### src/rtl/bcn_pkg.sv
package bcn_pkg;
  localparam int ADDR_W = 3;
  localparam int N_TMR  = 3;

  // timer slots; bit order of the event vector
  localparam int TMR_TBTT = 0;
  localparam int TMR_DMA  = 1;
  localparam int TMR_SW   = 2;

  // register addresses
  localparam logic [ADDR_W-1:0] A_NEXT     = 3'd0;
  localparam logic [ADDR_W-1:0] A_DMA_LEAD = 3'd1;
  localparam logic [ADDR_W-1:0] A_SW_LEAD  = 3'd2;
  localparam logic [ADDR_W-1:0] A_PERIOD   = 3'd3;
  localparam logic [ADDR_W-1:0] A_ENABLE   = 3'd4;
  localparam logic [ADDR_W-1:0] A_MODE     = 3'd5;
endpackage

### src/rtl/bcn_tsf_ctr.sv
module bcn_tsf_ctr #(
  parameter int TSF_W = 32
) (
  input  logic             clk,
  input  logic             rst_n,
  input  logic             tick,
  input  logic             clr,
  output logic [TSF_W-1:0] tsf_q
);
  logic [TSF_W-1:0] tsf_d;
  logic             tsf_ce;

  // clear wins over tick
  always_comb begin
    tsf_ce = clr | tick;
    tsf_d  = tsf_q;
    if (clr)       tsf_d = '0;
    else if (tick) tsf_d = tsf_q + 1'b1;
  end

  always_ff @(posedge clk or negedge rst_n) begin
    if (!rst_n)      tsf_q <= '0;
    else if (tsf_ce) tsf_q <= tsf_d;
  end
endmodule

### src/rtl/bcn_cfg_regs.sv
module bcn_cfg_regs
  import bcn_pkg::*;
#(
  parameter int TSF_W   = 32,
  parameter int DATA_W  = 32,
  parameter int PER_W   = 16,
  parameter int LEAD_W  = 16,
  parameter int UNIT_SH = 7
) (
  input  logic                         clk,
  input  logic                         rst_n,
  input  logic                         wr_en,
  input  logic [ADDR_W-1:0]            wr_addr,
  input  logic [DATA_W-1:0]            wr_data,
  output logic                         load,
  output logic [N_TMR-1:0][TSF_W-1:0]  load_val,
  output logic [TSF_W-1:0]             period_q,
  output logic [N_TMR-1:0]             en_q,
  output logic                         policy_q,
  output logic                         tsf_clr
);
  localparam int NB_W = TSF_W - UNIT_SH;

  logic              hit_dma, hit_sw, hit_per, hit_en, hit_mode;
  logic [TSF_W-1:0]  base_us;
  logic [LEAD_W-1:0] dma_lead_q, sw_lead_q;
  logic [TSF_W-1:0]  period_d;
  logic              policy_d;
  logic              unused_bits;

  assign unused_bits = ^wr_data[DATA_W-2:NB_W];

  always_comb begin
    load     = wr_en && (wr_addr == A_NEXT);
    hit_dma  = wr_en && (wr_addr == A_DMA_LEAD);
    hit_sw   = wr_en && (wr_addr == A_SW_LEAD);
    hit_per  = wr_en && (wr_addr == A_PERIOD);
    hit_en   = wr_en && (wr_addr == A_ENABLE);
    hit_mode = wr_en && (wr_addr == A_MODE);
    // 1/8 TU to microseconds
    base_us  = {wr_data[NB_W-1:0], {UNIT_SH{1'b0}}};
    // alerts lead the beacon by their own lead times
    load_val[TMR_TBTT] = base_us;
    load_val[TMR_DMA]  = base_us - TSF_W'(dma_lead_q);
    load_val[TMR_SW]   = base_us - TSF_W'(sw_lead_q);
    // one period for all three timers
    period_d = TSF_W'(wr_data[PER_W-1:0]) << UNIT_SH;
    tsf_clr  = hit_per && wr_data[DATA_W-1];
    // sticky once ad hoc is chosen
    policy_d = policy_q | wr_data[0];
  end

  always_ff @(posedge clk or negedge rst_n) begin
    if (!rst_n) begin
      dma_lead_q <= '0;
      sw_lead_q  <= '0;
      period_q   <= '0;
      en_q       <= '0;
      policy_q   <= 1'b0;
    end else begin
      if (hit_dma)  dma_lead_q <= wr_data[LEAD_W-1:0];
      if (hit_sw)   sw_lead_q  <= wr_data[LEAD_W-1:0];
      if (hit_per)  period_q   <= period_d;
      if (hit_en)   en_q       <= wr_data[N_TMR-1:0];
      if (hit_mode) policy_q   <= policy_d;
    end
  end
endmodule

### src/rtl/bcn_evt_timer.sv
module bcn_evt_timer #(
  parameter int TSF_W = 32
) (
  input  logic             clk,
  input  logic             rst_n,
  input  logic [TSF_W-1:0] tsf,
  input  logic             enable,
  input  logic [TSF_W-1:0] period,
  input  logic             load,
  input  logic [TSF_W-1:0] load_val,
  output logic             evt_q,
  output logic [TSF_W-1:0] next_q
);
  logic             due, fire, catch_q, catch_d, next_ce;
  logic [TSF_W-1:0] next_d;

  always_comb begin
    due     = tsf >= next_q;
    // one pulse per due episode, only when enabled
    fire    = enable && due && !catch_q;
    next_ce = load || due;
    if (load) begin
      // a fresh target replaces everything pending
      next_d  = load_val;
      catch_d = 1'b0;
    end else begin
      next_d  = next_q + period;
      catch_d = due;
    end
  end

  always_ff @(posedge clk or negedge rst_n) begin
    if (!rst_n) begin
      evt_q   <= 1'b0;
      catch_q <= 1'b0;
      next_q  <= '0;
    end else begin
      evt_q   <= fire;
      catch_q <= catch_d;
      if (next_ce) next_q <= next_d;
    end
  end
endmodule

### src/rtl/bcn_timing_gen.sv
module bcn_timing_gen
  import bcn_pkg::*;
#(
  parameter int TSF_W   = 32,
  parameter int DATA_W  = 32,
  parameter int PER_W   = 16,
  parameter int LEAD_W  = 16,
  parameter int UNIT_SH = 7
) (
  input  logic              clk,
  input  logic              rst_n,
  input  logic              us_tick,
  input  logic              wr_en,
  input  logic [ADDR_W-1:0] wr_addr,
  input  logic [DATA_W-1:0] wr_data,
  output logic [TSF_W-1:0]  tsf_o,
  output logic [N_TMR-1:0]  evt_o,
  output logic              adhoc_policy_o
);
  logic [1:0]                  rst_pipe;
  logic                        rst_sync_n;
  logic                        load, tsf_clr;
  logic [N_TMR-1:0][TSF_W-1:0] load_val;
  logic [N_TMR-1:0][TSF_W-1:0] next_at;
  logic [TSF_W-1:0]            period_q;
  logic [N_TMR-1:0]            tmr_en;

  always_ff @(posedge clk or negedge rst_n) begin
    if (!rst_n) rst_pipe <= 2'b00;
    else        rst_pipe <= {rst_pipe[0], 1'b1};
  end
  assign rst_sync_n = rst_pipe[1];

  bcn_cfg_regs #(
    .TSF_W(TSF_W), .DATA_W(DATA_W), .PER_W(PER_W),
    .LEAD_W(LEAD_W), .UNIT_SH(UNIT_SH)
  ) u_regs (
    .clk(clk), .rst_n(rst_sync_n),
    .wr_en(wr_en), .wr_addr(wr_addr), .wr_data(wr_data),
    .load(load), .load_val(load_val), .period_q(period_q),
    .en_q(tmr_en), .policy_q(adhoc_policy_o), .tsf_clr(tsf_clr)
  );

  bcn_tsf_ctr #(.TSF_W(TSF_W)) u_tsf (
    .clk(clk), .rst_n(rst_sync_n), .tick(us_tick),
    .clr(tsf_clr), .tsf_q(tsf_o)
  );

  for (genvar i = 0; i < N_TMR; i++) begin : g_tmr
    bcn_evt_timer #(.TSF_W(TSF_W)) u_tmr (
      .clk(clk), .rst_n(rst_sync_n), .tsf(tsf_o),
      .enable(tmr_en[i]), .period(period_q),
      .load(load), .load_val(load_val[i]),
      .evt_q(evt_o[i]), .next_q(next_at[i])
    );
  end
endmodule

### config.mk
export PLATFORM = sky130hd
export DESIGN_NAME = bcn_timing_gen
export DESIGN_NICKNAME = d
export VERILOG_FILES = /design/src/rtl/bcn_pkg.sv /design/src/rtl/bcn_tsf_ctr.sv /design/src/rtl/bcn_cfg_regs.sv /design/src/rtl/bcn_evt_timer.sv /design/src/rtl/bcn_timing_gen.sv
export SDC_FILE = /design/constraint.sdc
export NUM_CORES = 1
export LEC_CHECK = 0
export ABC_CLOCK_PERIOD_IN_PS = 6800
export CELL_PAD_IN_SITES_DETAIL_PLACEMENT = 0
export CELL_PAD_IN_SITES_GLOBAL_PLACEMENT = 1
export CORE_MARGIN = 2
export CORE_UTILIZATION = 47
export DETAILED_ROUTE_END_ITERATION = 12
export PLACE_DENSITY_LB_ADDON = 0.15
export SLEW_MARGIN = 0
export SYNTH_ARGS = -nofsm -noshare
export SYNTH_HDL_FRONTEND = slang
export SYNTH_SLANG_ARGS = --single-unit
### constraint.sdc
create_clock -name clk -period 6.8 [get_ports clk]
set_input_delay 1.36 -clock clk [delete_from_list [all_inputs] [get_ports clk]]
set_output_delay 1.36 -clock clk [all_outputs]
set_load 0.02 [all_outputs]
==> Word level (Yosys, flattened, before mapping) <==
Cells that the tools add are included.
{ "totals": {"out_inout_bits": 36, "inputBits": 39, "ff_bits": 188} }
{ "op_classes": {"n_addsub": 6, "eq_ne": 5, "n_reduce_logical": 22, "order_cmp": 3, "mux": 8, "bitwise": 2} }
{ "op_table": {"columns": ["cell", "count"], "rows": [
  ["$mux W32", 5],
  ["$add A32 B23 Y32", 3],
  ["$ge A32 B32 Y1", 3],
  ["$sub A32 B16 Y32", 2],
  ["$add A32 B1 Y32 const B", 1],
  ["$logic_and A1 B1 Y1", 13],
  ["$eq A3 B2 Y1 const B", 2],
  ["$eq A3 B3 Y1 const B", 2],
  ["$eq A3 B1 Y1 const B", 1],
  ["$logic_not A1 Y1", 3],
  ["$logic_not A3 Y1", 1],
  ["$logic_or A1 B1 Y1", 3],
  ["$mux W1", 3],
  ["$or A1 B1 Y1", 2],
  ["$reduce_and A2 Y1", 1],
  ["$reduce_bool A2 Y1", 1]
]} }

==> Longest topological paths before layout <==
{ "logic_depth": {"ltp_word": 5, "depth_mapped": 13, "depth_no_buf": 11} }

==> Cells and area by module <==
A second synthesis with hierarchy kept.
{ "hier_totals": {"cells_unflattened": 2122, "hier_area_um2": 17803.3} }
{ "modules_own_cells": {"columns": ["module", "n_inst", "cells_each", "seq_area_each_um2", "area_each_um2"], "rows": [
  ["bcn_evt_timer (g_tmr[0].u_tmr ...)", 2, 486, 850.8, 3983.8],
  ["bcn_cfg_regs", 1, 469, 1301.2, 4165.2],
  ["bcn_evt_timer (g_tmr[2].u_tmr)", 1, 501, 850.8, 3901.2],
  ["bcn_tsf_ctr", 1, 177, 800.8, 1715.4],
  ["bcn_timing_gen", 1, 3, 50.0, 53.8]
]} }

==> Worst setup path before layout <==
OpenSTA, ideal clock, no wires.
{ "synth_timing": {"kind": "input-to-reg", "from": "in wr_data[12]", "to": "reg g_tmr[1].u_tmr.next_q[29]", "arrival_time_ns": 3.512, "n_path_buf": 1, "stages": 9, "required_ns": 6.671, "slack_ns": 3.159, "setup_time_ns": 0.129, "path_cell_list": "buf_2 or4_4 or3_4 or4_4 a2111oi_4 o31ai_1 xnor2_1 nand2_1 o21ai_2"} }
{ "synth_via": {"elab_chain_len": 2} }
{ "synth_lines": {"columns": ["item", "line", "text"], "rows": [
  ["from (decl)", "bcn_timing_gen.sv:15", "input logic [DATA_W-1:0] wr_data,"],
  ["$sub A32 B16 Y32", "bcn_cfg_regs.sv:44", "load_val[TMR_DMA] = base_us - TSF_W'(dma_lead_q);"],
  ["$mux W32", "bcn_evt_timer.sv:22", "if (load) begin"],
  ["to (signal assigned)", "bcn_evt_timer.sv:40", "if (next_ce) next_q <= next_d;"],
  ["to (decl)", "bcn_evt_timer.sv:12", "output logic [TSF_W-1:0] next_q"]
]} }
No other way between the ends.
A chain may end at the register's enable or synchronous reset.

==> Worst setup path after layout <==
{ "layout_timing": {"from": "in wr_data[0]", "to": "reg g_tmr[1].u_tmr.next_q[26]"} }
The elaborated chain is that of the path after synthesis.

==> metrics.txt <==
status finished clean; Top cell by count, worst path a21oi_1; combinational power share 44.7%; Routed wire per std cell ~18 um; Crit-path slowest cell clkdlybuf4s50_1; worst path bufs/invs 1; worst-path cell chain clkdlybuf4s50_1 > ha_1 > nor4b_1 > a31oi_1 > a21oi_1 > a211o_1 > a21oi_1 > nand2_1 > o41ai_1 > a21oi_1; met3 GRT Util approximately 3.9%; Multi-input gate area 0.00839 mm2; Max Slew Vio Count 0; Syn Area/Cell ~8.5 um2; Sink Count 181; Max Cap Viol 0; Worst Path Required slightly above 7000 ps; crit path kind in2reg; clock slew at reported path FFs roughly 80 ps; Cell Rows 62; EDFF count, synth 0; gr usage total 25.7%; Netlist cell types 73; largest net degree at the start of global routing 78; TritonRoute pass-1 iters 5; worst rel slew slack ~30%; simple-gate share of the synthesized area 16.4%; vias post-DR 11300; R2R setup slack 2770 ps; DIE WIDTH 174 um; sequential share of the synthesized area 33.3%; CTS resizes 0; root buffer cell clkbuf_16; nets 1843; Slew @ Worst Pin between 1000 and 1500 ps; number of CTS-inserted buffers 17; Final ANT Viol Nets 0; io pins between 70 and 80; drt initial violations 902; fin crit period 4400 ps; GPL Wtd Cong ~0.85; Worst Skew 16.4 ps; gr ovfl total 0; vias in the first global route 11100; Adder-Cell Fraction of Synth Area between 10% and 20%; cells on worst reg2reg path 11; Arr. time, crit path 4730 ps; Clock Latency Late Sink 460 ps; Gate Count Post-Synth between 1500 and 2000; CTS hold repair buffers 0; Top FF cell, synth dfrtp_1; HPWL Detailed roughly 29000 um; netlist area before placement 0.0136 mm2; switching power 1.85 mW; synth-to-layout area growth 12.0%; Placement Setup Slack 1970 ps; XOR/XNOR share of the synthesized area 8.82%; Reg power frac 33.6%; slowest stage delay, CP 830 ps; mux share of post-synthesis cell area under 10%; synth warn 0; core area 0.0286 mm2; Pleak between 7 and 8 nW; combinational family with the most area after synthesis compound AO/OA/AOI/OAI gates; Final setup viols 0; initial antenna violation count 0; Reg-to-Reg End g_tmr[2].u_tmr.next_q[24]$_DFFE_PN0P_; cell family with most CP delay compound AO/OA/AOI/OAI gates; first-pass GRT wire length 61000 um; CTS tree done; Crit path depth 10; RSZ-0062 raised after global routing false; Starting Density 47.5%; Most Crowded Layer GR met1; clk buf depth 2; Tcrit/Tclk final 64.7%; most common cell after layout, fill and taps aside dfrtp_1; endpoint class of the critical path flop; Filler Cells Inserted 2678; Setup crit start kind primary input; Setup TNS 0 ps; PortBufs 68; Worst VDD drop 0.000191 V; syn_nets 1795; FMAX 227 MHz; Area after DPL 0.0146 mm2; Die Area 0.0303 mm2; CP Capture Point g_tmr[1].u_tmr.next_q[26]$_DFFE_PN0P_; total wire length 37400 um; final setup margin between 2000 and 2500 ps; Fin. Hold Viols 0; vias per cell 5.54; Power per Cell Area 298 mW/mm2; met1 global-route usage around two fifths; Hold Path Class reg2reg; Compound-Gate Fraction of Synth Area 18.4%; DRC 0; Worst R2R Start u_tsf.tsf_q[0]$_DFFE_PN0P_; CTS H-tree lvls 4; Critical Path Start wr_data[0]; share of post-route cells with drive strength above 1 5.38%; Sw Ratio 40.8%; die height roughly 170 um; commonest cells after routing, fill and taps aside 180 x dfrtp_1, 169 x nand2_1, 159 x ha_1; asr flop ratio synth 100%; critical path peak fanout 8; GR Util met2 a little under two fifths; Clock Power Share 21.7%; post-route cell area 0.0152 mm2; Cell Int Power approximately 2.7 mW; flip-flop and latch area 0.00453 mm2; register bit total from synthesis 181; ant diodes 0; setup repair bufs after CTS 0
[through the flow]
stage	instances	util (%)	hold slack [ps]	total power, mW
after CTS	2039	53.2	361	4.55
after detailed placement	2007	51.2	340	3.54
after global routing	2039	53.2	373	4.91
after floorplan	1594	-	331	3.04
after global placement	2007	51.2	340	3.49
final	2039	53.2	358	4.53
[layer usage]
layer | part of all wire, % | wire (um)
met1 | 51 | 19100
met2 | 43 | 15900
met3 | 5.1 | 1900
met4 | 1.3 | 484
met5 | 0 | 0
[power by group through the flow]
stage               clock, mW  combinational, mW  sequential, mW
floorplan                   0               1.55            1.50
global placement            0               1.96            1.53
detailed placement          0               2.00            1.54
CTS                      1.01               2.02            1.52
global route             1.05               2.30            1.56
finish                  0.986               2.03            1.52
[kinds of logic (layout without fill, tap and decap cells)]
| kind of cell | Yosys count | in the layout |
|---|---|---|
| buffers and inverters | 179 | 240 |
| AOI/OAI and AO/OA | 410 | 410 |
| DFF | 181 | 181 |
| xor gates and xnor gates | 137 | 137 |
| and+or+nand+nor | 488 | 488 |
| other | 1 | 1 |
| adders and majority gates | 162 | 162 |
| muxes | 36 | 36 |
[worst reg2reg max path, cell delays in order, from the launching register on]
cell       delay [ps]
dfrtp_1           420
inv_1             120
ha_1              300
nand2b_1          140
a2111oi_0         370
or3_1             180
a21oi_1           140
o41ai_1           750
nand2_1           800
nor3b_1           400
xnor2_1           170
a21oi_1            80
[cells in the mapped netlist (all sizes together) (5+ instances only)]
master	number	area, um2
nor2	146	548
ha	159	1990
nor3b	7	52.6
a31oi	18	113
o21ai	131	659
nor3	33	170
mux2	29	327
nor2b	8	50.1
nand3	35	175
a21o	34	255
o21a	13	97.6
inv	129	484
a211oi	22	170
o31ai	6	45.0
and4	5	43.8
xor2	46	403
o21bai	6	45.0
buf	9	56.3
nor4	9	56.3
a21oi	127	636
dfrtp	181	4530
xnor2	91	797
o211ai	10	75.1
nand2b	8	50.1
and2	7	43.8
and3	16	100
clkbuf	41	154
or3	19	124
mux2i	7	70.1
nand4	13	81.3
nand2	170	638
[final cells by class]
| cell class | count | area share, % |
|---|---|---|
| Multi-Input combinational cell | 1234 | 55.1 |
| Clock buffer | 17 | 2.79 |
| Inverter | 129 | 3.18 |
| Tap cell | 384 | 3.15 |
| Sequential cell | 181 | 29.8 |
| Timing Repair Buffer | 79 | 5.01 |
| Clock inverter | 15 | 1.04 |
[registers in the layout, summed over array words and instances (netlist names)]
signal               flops
u_regs.period_q         16
u_regs.en_q              3
g_tmr.u_tmr.next_q      89
g_tmr.u_tmr.catch_q      3
rst_pipe                 2
u_regs.dma_lead_q       16
u_tsf.tsf_q             32
u_regs.policy_q          1
g_tmr.u_tmr.evt_q        3
u_regs.sw_lead_q        16
[how the worst min path moves through the flow]
| stage | to | startpoint | slack [ps] | depth (start not counted) |
|---|---|---|---|---|
| 2_1_floorplan | rst_pipe[1]$_DFF_PN0_ | rst_pipe[0]$_DFF_PN0_ | 330 | 0 |
| 3_3_place_gp | rst_pipe[1]$_DFF_PN0_ | rst_pipe[0]$_DFF_PN0_ | 340 | 0 |
| 3_5_place_dp | rst_pipe[1]$_DFF_PN0_ | rst_pipe[0]$_DFF_PN0_ | 340 | 0 |
| 4_1_cts | rst_pipe[1]$_DFF_PN0_ | rst_pipe[0]$_DFF_PN0_ | 360 | 0 |
| 5_1_grt | rst_pipe[1]$_DFF_PN0_ | rst_pipe[0]$_DFF_PN0_ | 370 | 0 |
| 6_report | rst_pipe[1]$_DFF_PN0_ | rst_pipe[0]$_DFF_PN0_ | 360 | 0 |
Note: power is estimated with default switching activity, not from simulation.
